<file path="src/rtl/mmio_pkg.sv">
package mmio_pkg;

   // How a slot produces its one-cycle read latency
   typedef enum logic {
      SLOT_SYNC_MEM = 1'b0,   // device output is already registered; slot gates it
      SLOT_REG_IO   = 1'b1    // device output is combinational; slot registers it
   } slot_kind_e;

   function automatic slot_kind_e kind_for_slot(input int unsigned idx,
                                                input int unsigned mem_slots);
      return (idx < mem_slots) ? SLOT_SYNC_MEM : SLOT_REG_IO;
   endfunction

endpackage

</file>
<file path="src/rtl/mmio_slot.sv">
module mmio_slot
   import mmio_pkg::*;
#(
   parameter int unsigned DATA_W   = 32,
   parameter int unsigned REGION_W = 4,
   parameter int unsigned SLOT_ID  = 0,
   parameter slot_kind_e  KIND     = SLOT_REG_IO
)(
   input  logic                clk,
   input  logic                rst_n,
   input  logic [REGION_W-1:0] region,
   input  logic                cpu_rd,
   input  logic                cpu_wr,
   input  logic [DATA_W-1:0]   dev_rdata,
   output logic                sel,
   output logic                wr_stb,
   output logic                rd_stb,
   output logic [DATA_W-1:0]   slot_rdata
);

   localparam logic [REGION_W-1:0] MY_REGION = REGION_W'(SLOT_ID);

   logic hit;
   assign hit    = (region == MY_REGION);
   assign sel    = hit & (cpu_rd | cpu_wr);
   assign wr_stb = hit & cpu_wr;
   assign rd_stb = hit & cpu_rd;

   generate
      if (KIND == SLOT_SYNC_MEM) begin : g_mem
         logic rd_q;
         always_ff @(posedge clk or negedge rst_n) begin
            if (!rst_n) rd_q <= 1'b0;
            else        rd_q <= rd_stb;
         end
         assign slot_rdata = rd_q ? dev_rdata : '0;
      end else begin : g_io
         logic [DATA_W-1:0] data_q;
         always_ff @(posedge clk or negedge rst_n) begin
            if (!rst_n) data_q <= '0;
            else        data_q <= rd_stb ? dev_rdata : '0;
         end
         assign slot_rdata = data_q;

         AST_IO_CAPTURE: assert property (@(posedge clk) disable iff (!rst_n)
            rd_stb |=> (slot_rdata == $past(dev_rdata)));
      end
   endgenerate

   AST_IDLE_QUIET: assert property (@(posedge clk) disable iff (!rst_n)
      !rd_stb |=> (slot_rdata == '0));

endmodule

</file>
<file path="src/rtl/mmio_or_merge.sv">
module mmio_or_merge #(
   parameter int unsigned DATA_W = 32,
   parameter int unsigned LANES  = 8
)(
   input  logic [LANES*DATA_W-1:0] lanes,
   output logic [DATA_W-1:0]       merged
);

   always_comb begin
      merged = '0;
      for (int i = 0; i < LANES; i++) begin
         merged = merged | lanes[i*DATA_W +: DATA_W];
      end
   end

endmodule

</file>
<file path="src/rtl/mmio_unmapped.sv">
module mmio_unmapped #(
   parameter int unsigned REGION_W  = 4,
   parameter int unsigned NUM_SLOTS = 8
)(
   input  logic                clk,
   input  logic                rst_n,
   input  logic [REGION_W-1:0] region,
   input  logic                cpu_rd,
   input  logic                cpu_wr,
   output logic                bus_err
);

   localparam logic [REGION_W:0] FIRST_FREE = (REGION_W+1)'(NUM_SLOTS);

   logic miss;
   assign miss = ({1'b0, region} >= FIRST_FREE) & (cpu_rd | cpu_wr);

   always_ff @(posedge clk or negedge rst_n) begin
      if (!rst_n) bus_err <= 1'b0;
      else        bus_err <= miss;
   end

   AST_ERR_CAUSE: assert property (@(posedge clk) disable iff (!rst_n)
      bus_err |-> $past((cpu_rd | cpu_wr) && ({1'b0, region} >= FIRST_FREE)));

endmodule

</file>
<file path="src/rtl/mmio_fabric.sv">
module mmio_fabric
   import mmio_pkg::*;
#(
   parameter int unsigned ADDR_W    = 32,
   parameter int unsigned DATA_W    = 32,
   parameter int unsigned REGION_W  = 4,
   parameter int unsigned NUM_SLOTS = 8,
   parameter int unsigned MEM_SLOTS = 1
)(
   input  logic                          clk,
   input  logic                          rst_n,
   input  logic [ADDR_W-1:0]             cpu_addr,
   input  logic [DATA_W-1:0]             cpu_wdata,
   input  logic                          cpu_wr,
   input  logic                          cpu_rd,
   output logic [DATA_W-1:0]             cpu_rdata,
   output logic                          bus_err,
   output logic [NUM_SLOTS-1:0]          dev_sel,
   output logic [NUM_SLOTS-1:0]          dev_wr,
   output logic [NUM_SLOTS-1:0]          dev_rd,
   output logic [ADDR_W-REGION_W-1:0]    dev_addr,
   output logic [DATA_W-1:0]             dev_wdata,
   input  logic [NUM_SLOTS*DATA_W-1:0]   dev_rdata
);

   localparam int unsigned OFF_W = ADDR_W - REGION_W;

   generate
      if (REGION_W >= ADDR_W) begin : g_bad_region
         $error("region field must be narrower than the address");
      end
      if (NUM_SLOTS > (1 << REGION_W)) begin : g_bad_slots
         $error("more slots than regions");
      end
      if (MEM_SLOTS > NUM_SLOTS) begin : g_bad_mem
         $error("memory slot count exceeds slot count");
      end
   endgenerate

   logic [REGION_W-1:0]          region;
   logic [NUM_SLOTS*DATA_W-1:0]  slot_lanes;

   assign region    = cpu_addr[ADDR_W-1 -: REGION_W];
   assign dev_addr  = cpu_addr[OFF_W-1:0];
   assign dev_wdata = cpu_wdata;

   genvar s;
   generate
      for (s = 0; s < NUM_SLOTS; s++) begin : g_slot
         mmio_slot #(
            .DATA_W   (DATA_W),
            .REGION_W (REGION_W),
            .SLOT_ID  (s),
            .KIND     (kind_for_slot(s, MEM_SLOTS))
         ) slot_i (
            .clk        (clk),
            .rst_n      (rst_n),
            .region     (region),
            .cpu_rd     (cpu_rd),
            .cpu_wr     (cpu_wr),
            .dev_rdata  (dev_rdata[s*DATA_W +: DATA_W]),
            .sel        (dev_sel[s]),
            .wr_stb     (dev_wr[s]),
            .rd_stb     (dev_rd[s]),
            .slot_rdata (slot_lanes[s*DATA_W +: DATA_W])
         );
      end
   endgenerate

   mmio_or_merge #(
      .DATA_W (DATA_W),
      .LANES  (NUM_SLOTS)
   ) merge_i (
      .lanes  (slot_lanes),
      .merged (cpu_rdata)
   );

   mmio_unmapped #(
      .REGION_W  (REGION_W),
      .NUM_SLOTS (NUM_SLOTS)
   ) unmapped_i (
      .clk     (clk),
      .rst_n   (rst_n),
      .region  (region),
      .cpu_rd  (cpu_rd),
      .cpu_wr  (cpu_wr),
      .bus_err (bus_err)
   );

   AST_ONE_SELECT: assert property (@(posedge clk) disable iff (!rst_n)
      $onehot0(dev_sel));

   AST_WR_SINGLE: assert property (@(posedge clk) disable iff (!rst_n)
      $onehot0(dev_wr) && ((dev_wr == '0) || cpu_wr));

   AST_RD_NEEDS_STROBE: assert property (@(posedge clk) disable iff (!rst_n)
      (dev_rd != '0) |-> cpu_rd);

   AST_ERR_NO_DATA: assert property (@(posedge clk) disable iff (!rst_n)
      bus_err |-> (cpu_rdata == '0));

   AST_SEL_NO_ERR: assert property (@(posedge clk) disable iff (!rst_n)
      (dev_sel != '0) |=> !bus_err);

endmodule

</file>
<file path="config.mk">
export PLATFORM = sky130hd
export DESIGN_NAME = mmio_fabric
export DESIGN_NICKNAME = d
export VERILOG_FILES = /design/src/rtl/mmio_pkg.sv /design/src/rtl/mmio_slot.sv /design/src/rtl/mmio_or_merge.sv /design/src/rtl/mmio_unmapped.sv /design/src/rtl/mmio_fabric.sv
export SDC_FILE = /design/constraint.sdc
export NUM_CORES = 1
export LEC_CHECK = 0
export BUFFER_PORTS_ARGS = -buffer_cell sky130_fd_sc_hd__clkbuf_2
export CAP_MARGIN = 20
export CORE_AREA = 2 2 172 174
export DETAILED_ROUTE_END_ITERATION = 10
export DIE_AREA = 0 0 174 176
export PLACE_DENSITY = 0.57
export REMOVE_ABC_BUFFERS = 1
export SYNTH_ARGS = -nofsm -noshare
export SYNTH_HDL_FRONTEND = slang
export SYNTH_HIERARCHICAL = 1
export SYNTH_SLANG_ARGS = --single-unit
</file>
<file path="constraint.sdc">
create_clock -name clk -period 2.32 [get_ports clk]
set_input_delay 0.116 -clock clk [delete_from_list [all_inputs] [get_ports clk]]
set_output_delay 0.116 -clock clk [all_outputs]
set_load 0.05 [all_outputs]
</file>
==> Yosys cells after proc, flatten, opt, wreduce, memory -nomap -nowiden <==
Index checks and enable logic that the tools add are counted.
Widths: inputs -> output; s select.
{ "op_classes": {"magnitude_cmp": 1, "n_eq_ne": 7, "mux": 8, "bitwise": 33, "reduce_logical": 1} }
{ "ops": {"columns": ["op", "count"], "rows": [
  ["$mux 32", 8],
  ["$or 32x32->32", 7],
  ["$and 1x1->1", 25],
  ["$eq 4x3->1 const B", 4],
  ["$eq 4x2->1 const B", 2],
  ["$eq 4x1->1 const B", 1],
  ["$ge 4x4->1 const B", 1],
  ["$logic_not 4->1", 1],
  ["$or 1x1->1", 1]
]} }
{ "word_totals": {"register_bits": 226, "wordCells": 59} }

==> Longest topological paths before layout <==
{ "logic_depth": {"word_depth": 8, "depth_mapped": 4, "depth_no_buf": 3} }

==> Modules after synthesis <==
The synthesis kept the hierarchy.
{ "by_module_without_submodules": {"columns": ["module", "instances", "cells_each", "area_each_um2", "seq_area_each_um2"], "rows": [
  ["mmio_slot at g_slot[1].slot_i ...", 3, 74, 1098.6, 800.8],
  ["mmio_slot at g_slot[3].slot_i ...", 3, 74, 1091.0, 800.8],
  ["mmio_slot at g_slot[7].slot_i", 1, 75, 1087.3, 800.8],
  ["mmio_or_merge", 1, 96, 520.5, 0.0],
  ["mmio_fabric", 1, 60, 450.4, 0.0],
  ["mmio_slot at g_slot[0].slot_i", 1, 40, 272.8, 25.0],
  ["mmio_unmapped", 1, 2, 32.5, 25.0]
]} }

==> Worst setup path after synthesis <==
No wires, ideal clock.
{ "synth_path": {"path_kind": "reg2out", "startpoint": "register g_slot[0].slot_i.g_mem.rd_q", "endpoint": "output cpu_rdata[0]", "arrival_ps": 1219, "required_ps": 2204, "setup_slack_ps": 985, "path_stages_with_launch": 5, "path_buffers": 1, "path_cell_list": "dfrtp_1 -> buf_2 -> and2_1 -> nor4_1 -> nand2_1"} }
{ "synth_via": {"elab_chain_cells": 8} }
{ "synth_lines": {"columns": ["element", "line", "rtl"], "rows": [
  ["from (decl)", "mmio_slot.sv:31", "logic rd_q;"],
  ["from (signal assigned)", "mmio_slot.sv:34", "else rd_q <= rd_stb;"],
  ["$mux 32", "mmio_slot.sv:36", "assign slot_rdata = rd_q ? dev_rdata : '0;"],
  ["named net slot_lanes[0]", "mmio_fabric.sv:41", "logic [NUM_SLOTS*DATA_W-1:0] slot_lanes;"],
  ["$or 32x32->32 (7 in a row)", "mmio_or_merge.sv:12", "merged = merged | lanes[i*DATA_W +: DATA_W];"],
  ["to (decl)", "mmio_fabric.sv:16", "output logic [DATA_W-1:0] cpu_rdata,"]
]} }
The timed path passes the listed nets, and every way through them passes these cells.

==> Worst setup path after layout <==
{ "layout_path": {"startpoint": "register g_slot[0].slot_i.g_mem.rd_q", "endpoint": "output cpu_rdata[4]"} }
The elaborated chain is that of the path after synthesis.

==> metrics.txt <==
# TYPE chip_impl_metric gauge
chip_impl_metric{name="total_grt_usage",unit="%"} 21.7
chip_impl_metric{name="holdBufCountCts",unit=""} 225
chip_impl_metric{name="slew_viol_final",unit=""} 0
chip_impl_metric{name="peak_fanout_along_the_critical_path",unit=""} 16
chip_impl_metric{name="timing.final.crit_share",unit="%"} 90.3
chip_impl_metric{name="total_of_flip_flops_plus_latches_after_synthesis",unit=""} 226
chip_impl_metric{name="die_y",unit="um"} 176
chip_impl_info{name="cp-end-kind",value="output port"} 1
chip_impl_info{name="most_common_flop_cell_mapped_by_yosys",value="dfrtp_1"} 1
chip_impl_metric{name="layout.nets",unit=""} 1536
chip_impl_metric{name="design.die.area",unit="sq um"} 30600
chip_impl_metric{name="start_util",unit="%"} 31.3
chip_impl_metric{name="ys_types",unit=""} 16
chip_impl_metric{name="cts_resized",unit=""} 0
chip_impl_metric{name="core_area",unit="sq um"} 28500
chip_impl_metric{name="tns",unit="ns"} 0
chip_impl_metric{name="final-setup-viol-count",unit=""} 0
chip_impl_metric{name="grt_first_pass_wirelength",unit="um"} 49600
chip_impl_metric{name="fmax",unit="MHz"} 477
chip_impl_metric{name="syn_area_per_cell",unit="sq um"} 12.5
chip_impl_metric{name="insertedDiodeCount",unit=""} 0
chip_impl_metric{name="cap_viol_max_count",unit=""} 0
chip_impl_metric{name="global_route.overflow_total",unit=""} 0
chip_impl_metric{name="rows",unit=""} 62
chip_impl_metric{name="crit_path_max_incr_delay",unit="ns"} 0.38
chip_impl_metric{name="synth_enable_flop_cells",unit=""} 0
chip_impl_metric{name="hold_ws",unit="ns"} 0.0621
chip_impl_metric{name="synthesis.yosys.warnings",unit=""} 6
chip_impl_info{name="path_cells",value="buf_4, and2_1, nor4_1, nand2_1, clkbuf_2"} 1
chip_impl_metric{name="ir_drop",unit="V"} 0.000465
chip_impl_metric{name="dr_drc_count",unit=""} 0
chip_impl_metric{name="number_of_clock_sinks_seen_by_cts",unit=""} 226
chip_impl_metric{name="cts.htree.levels",unit=""} 1
chip_impl_metric{name="place_ws",unit="ns"} 0.675
chip_impl_metric{name="total_leakage_power",unit="nW"} 7.88
chip_impl_metric{name="synthToLayoutAreaGrowth",unit="%"} 51.9
chip_impl_info{name="grt_setup_unrepaired",value="false"} 1
chip_impl_metric{name="final_layout_size_suffix_gt1_share",unit="%"} 35.8
chip_impl_metric{name="die_x",unit="um"} 174
chip_impl_info{name="cts_tree",value="built"} 1
chip_impl_metric{name="firstDrtPassIters",unit=""} 4
chip_impl_info{name="clockRootBuffer",value="clkbuf_16"} 1
chip_impl_metric{name="pwr_density_cell",unit="nW/um^2"} 659
chip_impl_metric{name="wirelength",unit="um"} 34000
chip_impl_metric{name="post_synthesis_cell_area",unit="sq um"} 8930
chip_impl_metric{name="layout_min_cycle_time",unit="ns"} 2.09
chip_impl_metric{name="postSynth.asyncResetShare",unit="%"} 100
chip_impl_metric{name="postRouteAntennaNets",unit=""} 0
chip_impl_metric{name="grt_start_max_net_pins",unit=""} 70
chip_impl_metric{name="path_clk_slew",unit="ns"} 0.06
chip_impl_metric{name="part_of_the_yosys_area_used_for_sequential_elements",unit="%"} 63.3
chip_impl_metric{name="placed_area",unit="sq um"} 10500
chip_impl_metric{name="tightestPinTransition",unit="ns"} 0.661
chip_impl_metric{name="cts-buffers-inserted",unit=""} 25
chip_impl_metric{name="drtIter0Drc",unit=""} 467
chip_impl_info{name="critical-path-top-delay-family",value="simple AND/OR/NAND/NOR gates"} 1
chip_impl_metric{name="design_area",unit="sq um"} 13600
chip_impl_metric{name="clock_tree.buffer_depth",unit=""} 3
chip_impl_metric{name="critical_path_required",unit="ns"} 2.20
chip_impl_metric{name="syn-instance-count",unit=""} 717
chip_impl_metric{name="vias",unit=""} 7625
chip_impl_info{name="setup.worst_path.class",value="reg -> out"} 1
chip_impl_metric{name="fin_total_pwr",unit="mW"} 8.94
chip_impl_metric{name="worst_slack",unit="ns"} 0.225
chip_impl_info{name="critPathSlowestCell",value="dfrtp_1"} 1
chip_impl_metric{name="grt_pass1_vias",unit=""} 8353
chip_impl_metric{name="crit_buf_inv",unit=""} 2
chip_impl_metric{name="final.fill_count",unit=""} 2570
chip_impl_metric{name="worst_slew_margin_rel",unit="%"} 56.0
chip_impl_metric{name="post-cts-setup-buffers",unit=""} 0
chip_impl_info{name="outcome",value="finished, final reports clean"} 1
chip_impl_metric{name="dp_hpwl",unit="um"} 22600
chip_impl_metric{name="antenna_violations_before_repair",unit=""} 0
chip_impl_info{name="min_path_type",value="in -> reg"} 1
chip_impl_metric{name="wire_per_inst",unit="um"} 21.1
chip_impl_metric{name="finalWeightedCongestion",unit=""} 0.818
chip_impl_metric{name="post_drt_via_cell_ratio",unit=""} 4.72
chip_impl_metric{name="arrival",unit="ns"} 1.98
chip_impl_metric{name="hold_viol",unit=""} 0
chip_impl_metric{name="place.port_buffers",unit=""} 320
chip_impl_info{name="cp-start-kind",value="register"} 1
chip_impl_metric{name="ios",unit=""} 441
cells in the final DEF (no fill, tap or decap):
cell type,Yosys,routed
buf_4,60,26
buf_8,0,1
and2_2,12,12
and4b_2,0,1
dlygate4sd3_1,0,225
buf_12,0,4
nor4_2,1,1
and3_2,30,30
and3_1,194,194
nor4_1,64,64
and4bb_4,3,3
nor4b_4,3,3
and2_1,36,36
clkbuf_16,0,25
nand2_1,32,32
clkinv_4,0,1
clkbuf_8,0,7
dfrtp_1,226,226
bufinv_16,0,1
o21a_1,9,9
clkinv_2,0,7
clkbuf_2,0,318
clkbuf_1,21,4
logic make-up (layout without fill, tap and decap cells):
kind of cell | after synthesis | in the layout | share of synthesized area [%]
simple gates | 376 | 376 | 27.1
buf+inv | 106 | 619 | 8.87
compound gates | 9 | 9 | 0.756
flops | 226 | 226 | 63.3
where the power goes:
group          switching, mW  internal [mW]  leakage [nW]
clock                   1.55           2.31         0.409
sequential            0.0116           3.98          3.14
combinational          0.568          0.527          4.33
flip-flops by register name, indices dropped and copies added, names as in the netlist:
signal                    cells
g_slot.slot_i/slot_rdata    224
g_slot.slot_i/g_mem.rd_q      1
unmapped_i/bus_err            1
final timing paths:
| check | startpoint | end | slack [ns] | depth (start not counted) |
|---|---|---|---|---|
| min in group asynchronous | rst_n | g_slot[5].slot_i/slot_rdata[9]$_DFF_PN0_ | 0.15 | 2 |
| max in group asynchronous | rst_n | g_slot[5].slot_i/slot_rdata[20]$_DFF_PN0_ | 1.44 | 3 |
| worst min-delay path | cpu_addr[31] | unmapped_i/bus_err$_DFF_PN0_ | 0.06 | 2 |
| worst max-delay path | g_slot[0].slot_i/g_mem.rd_q$_DFF_PN0_ | cpu_rdata[4] | 0.23 | 5 |
final cells by class:
type / count / area, sq um / share of cell area (%)
clock inverters: 9 / 73.8 / 0.544
repair buffers: 574 / 4130 / 30.5
flip-flops and latches: 226 / 5660 / 41.7
well taps: 384 / 480 / 3.54
multi-input cells: 385 / 2490 / 18.3
clock buffers: 36 / 737 / 5.43
per-stage QoR:
stage / utilization [%] / cells
4_1_cts: 47.5 / 1614
6_report: 47.5 / 1614
3_5_place_dp: 36.8 / 1344
5_1_grt: 47.5 / 1614
2_1_floorplan: - / 611
3_3_place_gp: 36.8 / 1344
metal layers:
metal  vias up  part of all wire (%)  global-route usage, %
li1       3447                     -                      -
met1      3681                    38                   24.8
met2       432                    45                   33.5
met3        61                    14                   13.4
met4         4                   2.1                   5.67
met5         -                  0.81                   6.41
cells in the mapped netlist, types with 9 or more instances:
library cell | n | area share [%]
clkbuf_1 | 21 | 0.88
and2_1 | 36 | 2.5
buf_6 | 22 | 2.8
dfrtp_1 | 226 | 63
and3_2 | 30 | 2.5
buf_4 | 60 | 5.0
o21a_1 | 9 | 0.76
and2_2 | 12 | 1.0
nor4_1 | 64 | 4.5
nand2_1 | 32 | 1.3
and3_1 | 194 | 14
(Power assumes the default switching activity.)
